## config.mk

```make
export PLATFORM = sky130hd
export DESIGN_NAME = stream_fork
export DESIGN_NICKNAME = d
export VERILOG_FILES = /design/src/rtl/fork_pkg.sv /design/src/rtl/fork_ctrl.sv /design/src/rtl/fork_datapath.sv /design/src/rtl/stream_fork.sv
export SDC_FILE = /design/constraint.sdc
export NUM_CORES = 1
export LEC_CHECK = 0
export BUFFER_PORTS_ARGS = -buffer_cell sky130_fd_sc_hd__clkbuf_2
export CAP_MARGIN = 20
export CORE_MARGIN = 10
export CORE_UTILIZATION = 32
export CTS_CLUSTER_SIZE = 30
export DETAILED_ROUTE_END_ITERATION = 10
export PLACE_DENSITY = 0.86
export SLEW_MARGIN = 20
export SYNTH_ARGS = -nofsm -noshare
export SYNTH_HDL_FRONTEND = slang
export SYNTH_SLANG_ARGS = --single-unit
```

## constraint.sdc

```tcl
create_clock -name clk -period 1.4 [get_ports clk]
set_input_delay 0.14 -clock clk [delete_from_list [all_inputs] [get_ports clk]]
set_output_delay 0.14 -clock clk [all_outputs]
set_load 0.02 [all_outputs]
```

## src/rtl/fork_pkg.sv

```systemverilog
package fork_pkg;
  typedef enum logic [1:0] {
    MARK_IDLE = 2'd0,
    MARK_HEAD = 2'd1,
    MARK_BODY = 2'd2,
    MARK_TAIL = 2'd3
  } frameMark_e;

  typedef enum logic {
    MODE_MASTER = 1'b0,
    MODE_LATCH  = 1'b1
  } forkMode_e;

  // strobes from control to datapath
  typedef struct packed {
    logic srcValid;
    logic latchMode;
    logic masterReady;
  } forkStrobe_t;
endpackage

```

## src/rtl/fork_ctrl.sv

```systemverilog
module fork_ctrl
  import fork_pkg::*;
#(
  parameter int N_DST  = 4,
  parameter int MIDX_W = 2
) (
  input  logic              clk,
  input  logic              rstN,
  input  logic              cfgMode,
  input  logic [N_DST-1:0]  cfgMask,
  input  logic [MIDX_W-1:0] cfgMaster,
  input  logic [1:0]        srcMark,
  input  logic [N_DST-1:0]  dstReady,
  output logic              srcReady,
  output logic [N_DST-1:0]  pending,
  output forkStrobe_t       strobe
);
  logic [N_DST-1:0] accepted;
  logic             inFrame;
  logic             srcValid;
  logic             latchMode;
  logic             masterReady;
  logic             allTaken;
  logic             srcFire;

  always_comb begin
    srcValid    = (srcMark != MARK_IDLE);
    latchMode   = (cfgMode == MODE_LATCH);
    masterReady = dstReady[cfgMaster];
    pending     = cfgMask & ~accepted;
    allTaken    = ((pending & ~dstReady) == '0);
    srcReady    = latchMode ? allTaken : masterReady;
    srcFire     = srcValid & srcReady;
    strobe      = '{srcValid: srcValid, latchMode: latchMode, masterReady: masterReady};
  end

  always_ff @(posedge clk) begin
    if (!rstN) begin
      accepted <= '0;
      inFrame  <= 1'b0;
    end else begin
      if (!latchMode || srcFire) accepted <= '0;
      else if (srcValid)         accepted <= accepted | (pending & dstReady);
      if (srcFire) begin
        if (srcMark == MARK_HEAD)      inFrame <= 1'b1;
        else if (srcMark == MARK_TAIL) inFrame <= 1'b0;
      end
    end
  end

  // a completing beat must have every enabled destination covered
  a_r6_all_taken: assert property (@(posedge clk) disable iff (!rstN)
    (latchMode && srcFire) |-> (((accepted | dstReady) & cfgMask) == cfgMask));

  // records are empty on the cycle after a completed beat
  a_r6_clear_after: assert property (@(posedge clk) disable iff (!rstN)
    (latchMode && srcFire) |=> (pending == cfgMask));

  // configuration held steady inside a frame
  a_r10_cfg_stable: assert property (@(posedge clk) disable iff (!rstN)
    inFrame |-> $stable({cfgMode, cfgMask, cfgMaster}));
endmodule

```

## src/rtl/fork_datapath.sv

```systemverilog
module fork_datapath
  import fork_pkg::*;
#(
  parameter int N_DST  = 4,
  parameter int MIDX_W = 2,
  parameter int BEAT_W = 36
) (
  input  logic [N_DST-1:0]        cfgMask,
  input  logic [MIDX_W-1:0]       cfgMaster,
  input  logic [N_DST-1:0]        pending,
  input  forkStrobe_t             strobe,
  input  logic [1:0]              srcMark,
  input  logic [BEAT_W-1:0]       srcData,
  output logic [2*N_DST-1:0]      dstMark,
  output logic [N_DST*BEAT_W-1:0] dstData
);
  logic [N_DST-1:0] active;

  for (genvar i = 0; i < N_DST; i++) begin : g_lane
    logic isMaster;
    assign isMaster = (cfgMaster == MIDX_W'(i));
    always_comb begin
      if (strobe.latchMode)
        active[i] = strobe.srcValid & pending[i];
      else if (isMaster)
        active[i] = strobe.srcValid;
      else
        active[i] = strobe.srcValid & cfgMask[i] & strobe.masterReady;
    end
    assign dstMark[2*i +: 2]        = active[i] ? srcMark : MARK_IDLE;
    assign dstData[i*BEAT_W +: BEAT_W] = srcData;
  end
endmodule

```

## src/rtl/stream_fork.sv

```systemverilog
module stream_fork
  import fork_pkg::*;
#(
  parameter int N_DST   = 4,
  parameter int N_SLOTS = 4,
  parameter int SLOT_W  = 8,
  localparam int MIDX_W = (N_DST > 1) ? $clog2(N_DST) : 1,
  localparam int BEAT_W = N_SLOTS * (SLOT_W + 1)
) (
  input  logic                    clk,
  input  logic                    rstN,
  input  logic                    cfgMode,
  input  logic [N_DST-1:0]        cfgMask,
  input  logic [MIDX_W-1:0]       cfgMaster,
  input  logic [1:0]              srcMark,
  input  logic [BEAT_W-1:0]       srcData,
  output logic                    srcReady,
  output logic [2*N_DST-1:0]      dstMark,
  output logic [N_DST*BEAT_W-1:0] dstData,
  input  logic [N_DST-1:0]        dstReady
);
  logic [N_DST-1:0] pending;
  forkStrobe_t      strobe;

  fork_ctrl #(.N_DST(N_DST), .MIDX_W(MIDX_W)) u_ctrl (
    .clk(clk), .rstN(rstN), .cfgMode(cfgMode), .cfgMask(cfgMask),
    .cfgMaster(cfgMaster), .srcMark(srcMark), .dstReady(dstReady),
    .srcReady(srcReady), .pending(pending), .strobe(strobe)
  );

  fork_datapath #(.N_DST(N_DST), .MIDX_W(MIDX_W), .BEAT_W(BEAT_W)) u_dp (
    .cfgMask(cfgMask), .cfgMaster(cfgMaster), .pending(pending),
    .strobe(strobe), .srcMark(srcMark), .srcData(srcData),
    .dstMark(dstMark), .dstData(dstData)
  );

  // master-paced acknowledge follows the master READY
  a_r4_master_ack: assert property (@(posedge clk) disable iff (!rstN)
    (cfgMode == MODE_MASTER) |-> (srcReady == dstReady[cfgMaster]));

  for (genvar i = 0; i < N_DST; i++) begin : g_chk
    // secondary lanes only live while master is ready
    a_r3_gated: assert property (@(posedge clk) disable iff (!rstN)
      ((cfgMode == MODE_MASTER) && (cfgMaster != MIDX_W'(i)) && (dstMark[2*i +: 2] != MARK_IDLE))
        |-> dstReady[cfgMaster]);
    // disabled lanes stay idle
    a_r8_disabled_idle: assert property (@(posedge clk) disable iff (!rstN)
      (!cfgMask[i] && !((cfgMode == MODE_MASTER) && (cfgMaster == MIDX_W'(i))))
        |-> (dstMark[2*i +: 2] == MARK_IDLE));
    // live lanes carry the source beat unchanged
    a_r7_copy: assert property (@(posedge clk) disable iff (!rstN)
      (dstMark[2*i +: 2] != MARK_IDLE) |->
        ((dstMark[2*i +: 2] == srcMark) && (dstData[i*BEAT_W +: BEAT_W] == srcData)));
    // an accepted lane is not offered the same pending beat again
    a_r5_no_repeat: assert property (@(posedge clk) disable iff (!rstN)
      ((cfgMode == MODE_LATCH) && (dstMark[2*i +: 2] != MARK_IDLE) && dstReady[i] && !srcReady)
        |=> ((cfgMode != MODE_LATCH) || (dstMark[2*i +: 2] == MARK_IDLE)));
  end
endmodule

```

==> results.yml, run 1 <==
floorplanning:
  initial_core_util: 0.329
  die_h_um: 89.7
  rows: 25
  dieArea_um2: 8050
  die_x_um: 89.7
  ios: 204
  core_um2: 4720
sta:
  finalWorstPathRequiredPeriod_ns: 1.36
  skew_ns: 0.00672
  slew_headroom: 0.598
  slew_viol_final: 0
  tightest_slew_ns: 0.594
  setup_viol: 0
  max_freq_mhz: 736
  fin_ws_ns: 0.0404
  hold_violations: 0
  post-route-period-util: 0.971
clocking:
  cts_buffers: 3
  clk_pin_slew_ns: 0.04
  htree_levels: 1
  clock_path_buffers: 2
  worstSkewPairLatency_ns: 0.23
  holdBufCountCts: 0
  clockRootBuffer: "clkbuf_8"
  clock-sinks: 4
  cts_tree: "done"
detailed_routing:
  drtAntennaViolNets: 0
  drt_wl_total_um: 2490
  wl_per_cell_um: 15.4
  vias_per_cell: 4.28
  drt_iter0_markers: 8
  route.vias.total: 693
  first_pass_iters: 4
  drc: 0
cells_and_area:
  final_common_cell: "clkbuf_2"
  nets: 148
  diodes: 0
  area.growth.synth_to_final_pct: -47.4
  drive_gt1_frac: 0.484
  layout_common_cells: "18 x clkbuf_2, 7 x buf_4, 6 x nand2_1"
  top_register: "u_ctrl.accepted"
  design_area_um2: 818
  top_regs: "u_ctrl.accepted x4"
  largest_reg_flops: 4
placement:
  numPortBuffers: 23
  pre_cts_ws_ns: -0.0193
  dpl.hpwl_um: 2050
  place_congestion: 0.806
  place_area_um2: 709
power:
  p_leak_uw: 0.000338
  power.density_nw_per_um2: 737
  vdd_ir_drop_max_mv: 0.219
synthesis:
  synth_nets: 259
  seq_area_frac_synth: 0.0515
  syn_area_um2: 1560
  ys_ff_latch: 4
  syn_avg_cell_area_um2: 7.48
  yosysUniqueCellTypes: 30
  yosysWarnings: 0
  synth_cells: 208
worst_setup_path:
  arrival_ns: 1.22
  cp_max_fo: 3
  required_ns: 1.26
  cp-start-kind: "flip-flop"
  critPathCaptureType: "output pin"
  worst-setup-path-type: "flip-flop to output pin"
run:
  maxCapViolations: 0
global_route:
  grt_use_total: 0.0572
  overflow: 0
  grt_max_degree: 9
  grt_pass1_wl_um: 3660
  grt_pass1_vias: 712
  antenna_found_initial: 0
hold_path:
  min_path_type: "primary input to flip-flop"
status:
  status: "complete, no violations"
==> critical path: stages (launching register included) <==
cell	delay [ns]
dfxtp_2	0.33
nor3b_4	0.23
nor3_2	0.07
a31o_4	0.23
buf_8	0.13
==> stage by stage <==
step,TNS (ns),hold slack [ns],cells,power (uW),utilization
after floorplan,0,0.331,208,838,-
after global placement,-0.0178,0.280,159,318,0.150
after detailed placement,-0.0193,0.280,159,324,0.150
after CTS,0,0.209,162,598,0.168
after global routing,-0.0259,0.236,162,636,0.173
final,0,0.200,162,603,0.173
==> synth_stat cells (all sizes together) <==
library cell,n,area [um2]
a211o,1,10.0
a211oi,3,22.5
a21boi,2,15.0
a21oi,5,25.0
a31o,1,8.76
a31oi,4,25.0
a41oi,1,8.76
and2,1,6.26
buf,146,1100
dfxtp,4,80.1
inv,5,18.8
mux2,1,11.3
mux2i,1,10.0
mux4,1,22.5
nand2,6,22.5
nand2b,1,6.26
nand3b,2,15.0
nor2,1,3.75
nor2b,1,6.26
nor3,3,15.0
nor3b,4,30.0
nor4b,1,8.76
o21a,1,7.51
o21ai,4,20.0
o22ai,4,25.0
o32a,2,20.0
or2,1,6.26
or2b,1,7.51
==> layer usage <==
layer  track usage  vias to the layer above  share of wire
met4        0.0782                        0          0.090
li1              -                      311              -
met3        0.0432                       31           0.16
met5             0                        -              0
met2        0.0811                       43           0.44
met1        0.0435                      308           0.32
==> logic make-up after synthesis <==
group | Yosys count | share of synthesized area
flip-flops | 4 | 0.0515
buffers and inverters | 151 | 0.718
multiplexers | 3 | 0.0282
AND/OR/NAND/NOR | 22 | 0.0821
AO/OA/AOI/OAI | 28 | 0.121
==> area by class of cell <==
cell class	instances	area, um2
Fill cell	540	3910
Multi-Input combinational cell	53	397
Timing Repair Buffer	30	194
Sequential cell	4	83.8
Tap cell	67	83.8
Clock buffer	3	41.3
Inverter	5	18.8
==> power by group <==
| part | switching, uW | internal (uW) | leakage [uW] |
|---|---|---|---|
| Sequential | 3.07 | 118 | 0.0000339 |
| Clock | 69.8 | 184 | 0.0000216 |
| Combinational | 120 | 107 | 0.000283 |
==> repair_timing <==
| item | CTS | global route |
|---|---|---|
| pin swaps | 5 | 0 |
| setup endpoints to repair | 4 | 1 |
| cloned | 0 | 0 |
| buffers inserted | 0 | 0 |
| gates resized for setup | 10 | 7 |
| hold endpoints to repair | 0 | 0 |
==> path summary, 6_finish.rpt <==
check	startpoint	to	cells past startpoint	slack, ns
max reg2reg	u_ctrl.accepted[1]	u_ctrl.accepted[1]	3	0.15
max	u_ctrl.accepted[0]	srcReady	4	0.04
min	rstN	u_ctrl.accepted[0]	3	0.20
min reg2reg	u_ctrl.accepted[2]	u_ctrl.accepted[2]	2	0.55
Power figures use the tool's default switching activity.
==> inputs of run 2 (changes only) <==
--- a/config.mk
+++ b/config.mk
@@ -13,4 +13,5 @@
 export DETAILED_ROUTE_END_ITERATION = 10
 export PLACE_DENSITY = 0.86
+export SETUP_SLACK_MARGIN = 0.1
 export SLEW_MARGIN = 20
 export SYNTH_ARGS = -nofsm -noshare
==> constraint.sdc (replaced) <==
create_clock -name clk -period 1.4 [get_ports clk]
set_input_delay 0.14 -clock clk [delete_from_list [all_inputs] [get_ports clk]]
set_output_delay 0.14 -clock clk [all_outputs]
set_load 0.005 [all_outputs]
==> run 2 against run 1 <==
First-iteration DRC count is 50% higher; clock power hardly changed; sequential power hardly changed; utilization is 0.82 points lower; sequential share of layout area is 0.35 points higher.
==> results.yml, run 2 (synthesis gave the netlist of run 1 again) <==
sta:
  hold_violations: 0
  slew_viol_final: 0
  fin_ws_ns: 0.0332
  rsz0062_at_grt: "yes"
  slew_headroom: 0.738
  finalWorstPathRequiredPeriod_ns: 1.37
  max_freq_mhz: 732
  skew_ns: 0.00441
  post-route-period-util: 0.976
  setup_viol: 0
  tightest_slew_ns: 0.393
clocking:
  worstSkewPairLatency_ns: 0.23
  cts_tree: "done"
  clock_path_buffers: 2
  post_cts_buffers: 0
  cts_buffers: 3
  clk_pin_slew_ns: 0.03
  htree_levels: 1
  clockRootBuffer: "clkbuf_8"
  clock-sinks: 4
floorplanning:
  die_x_um: 89.7
  rows: 25
  initial_core_util: 0.329
  die_h_um: 89.7
  core_um2: 4720
  dieArea_um2: 8050
  ios: 204
cells_and_area:
  layout_common_cells: "18 x clkbuf_2, 6 x nand2_1, 5 x inv_1, 5 x buf_2"
  top_regs: "u_ctrl.accepted x4"
  drive_gt1_frac: 0.484
  largest_reg_flops: 4
  final_common_cell: "clkbuf_2"
  design_area_um2: 779
  top_register: "u_ctrl.accepted"
  diodes: 0
  fin_util: 0.165
  nets: 146
  area.growth.synth_to_final_pct: -49.9
detailed_routing:
  first_pass_iters: 4
  route.vias.total: 696
  wl_per_cell_um: 16.6
  drt_wl_total_um: 2650
  drtAntennaViolNets: 0
  drc: 0
  vias_per_cell: 4.35
  drt_iter0_markers: 12
global_route:
  antenna_found_initial: 0
  grt_pass1_vias: 737
  grt_use_total: 0.0598
  grt_max_degree: 10
  grt_pass1_wl_um: 3800
  overflow: 0
power:
  power.density_nw_per_um2: 724
  p_leak_uw: 0.000324
  vdd_ir_drop_max_mv: 0.170
placement:
  numPortBuffers: 23
  dpl.hpwl_um: 2060
  place_area_um2: 694
  pre_cts_ws_ns: 0.0134
  place_congestion: 0.811
worst_setup_path:
  crit_path_top_delay_cell: "o32a_1"
  critPathTopFamily: "compound AO/OA/AOI/OAI gates"
  critPathCaptureType: "output pin"
  worst-setup-path-type: "flip-flop to output pin"
  crit_chain: "o32a_1 -> o22ai_1 -> buf_2"
  arrival_ns: 1.23
  cpPeakStageDelay_ns: 0.37
  required_ns: 1.26
  cp_max_fo: 3
  path_buf_inv: 1
  cp-start-kind: "flip-flop"
run:
  maxCapViolations: 0
hold_path:
  min_path_type: "primary input to flip-flop"
status:
  status: "complete, no violations"
==> run 2: cell types whose count changed in the layout (fill, tap and decap cells not counted), sizes merged <==
cell    change
clkbuf      -4
buf         +2
==> run 2: through the flow <==
stage	instances	hold slack (ns)	power, uW	setup TNS (ns)
after floorplan	208	0.331	547	0
after global routing	160	0.260	588	-0.0184
after CTS	160	0.225	562	0
after global placement	157	0.280	291	0
after detailed placement	157	0.280	297	0
final	160	0.227	564	0
==> run 2: repair_timing <==
action / CTS / global route
hold buffers: 0 / 0
pin swaps: 4 / 7
endpoints found under the setup margin: 7 / 11
resized for setup: 5 / 11
==> run 2: path summary, 6_finish.rpt <==
path                                         start                  to  slack (ns)  cells past startpoint
worst max-delay path            u_ctrl.accepted[1]          dstMark[2]        0.03                      3
worst min-delay path                          rstN  u_ctrl.accepted[0]        0.23                      3
worst max register to register  u_ctrl.accepted[0]  u_ctrl.accepted[3]        0.29                      3
worst min register to register  u_ctrl.accepted[2]  u_ctrl.accepted[2]        0.57                      2
==> run 2: tightest hold or removal path: stages <==
cell      delay, ns
clkbuf_2       0.08
nand2_1        0.12
a211oi_1       0.06
==> run 2: metal layers <==
layer  track usage  wire length [um]
met5             0                 0
met4        0.0822               230
met3        0.0424               431
met2        0.0829              1200
met1        0.0482               788
==> run 2: cell type report <==
cell class              instances  area (um2)
clock buffers                   3        41.3
fillers                       541        3940
inverters                       5        18.8
multi-input cells              53         397
flip-flops and latches          4        82.6
well taps                      67        83.8
repair buffers                 28         156
==> run 2: report_power, final <==
group          internal, uW  switching (uW)
registers               118            2.94
logic                  90.6            98.3
clock network           184            69.8
total                   393             171
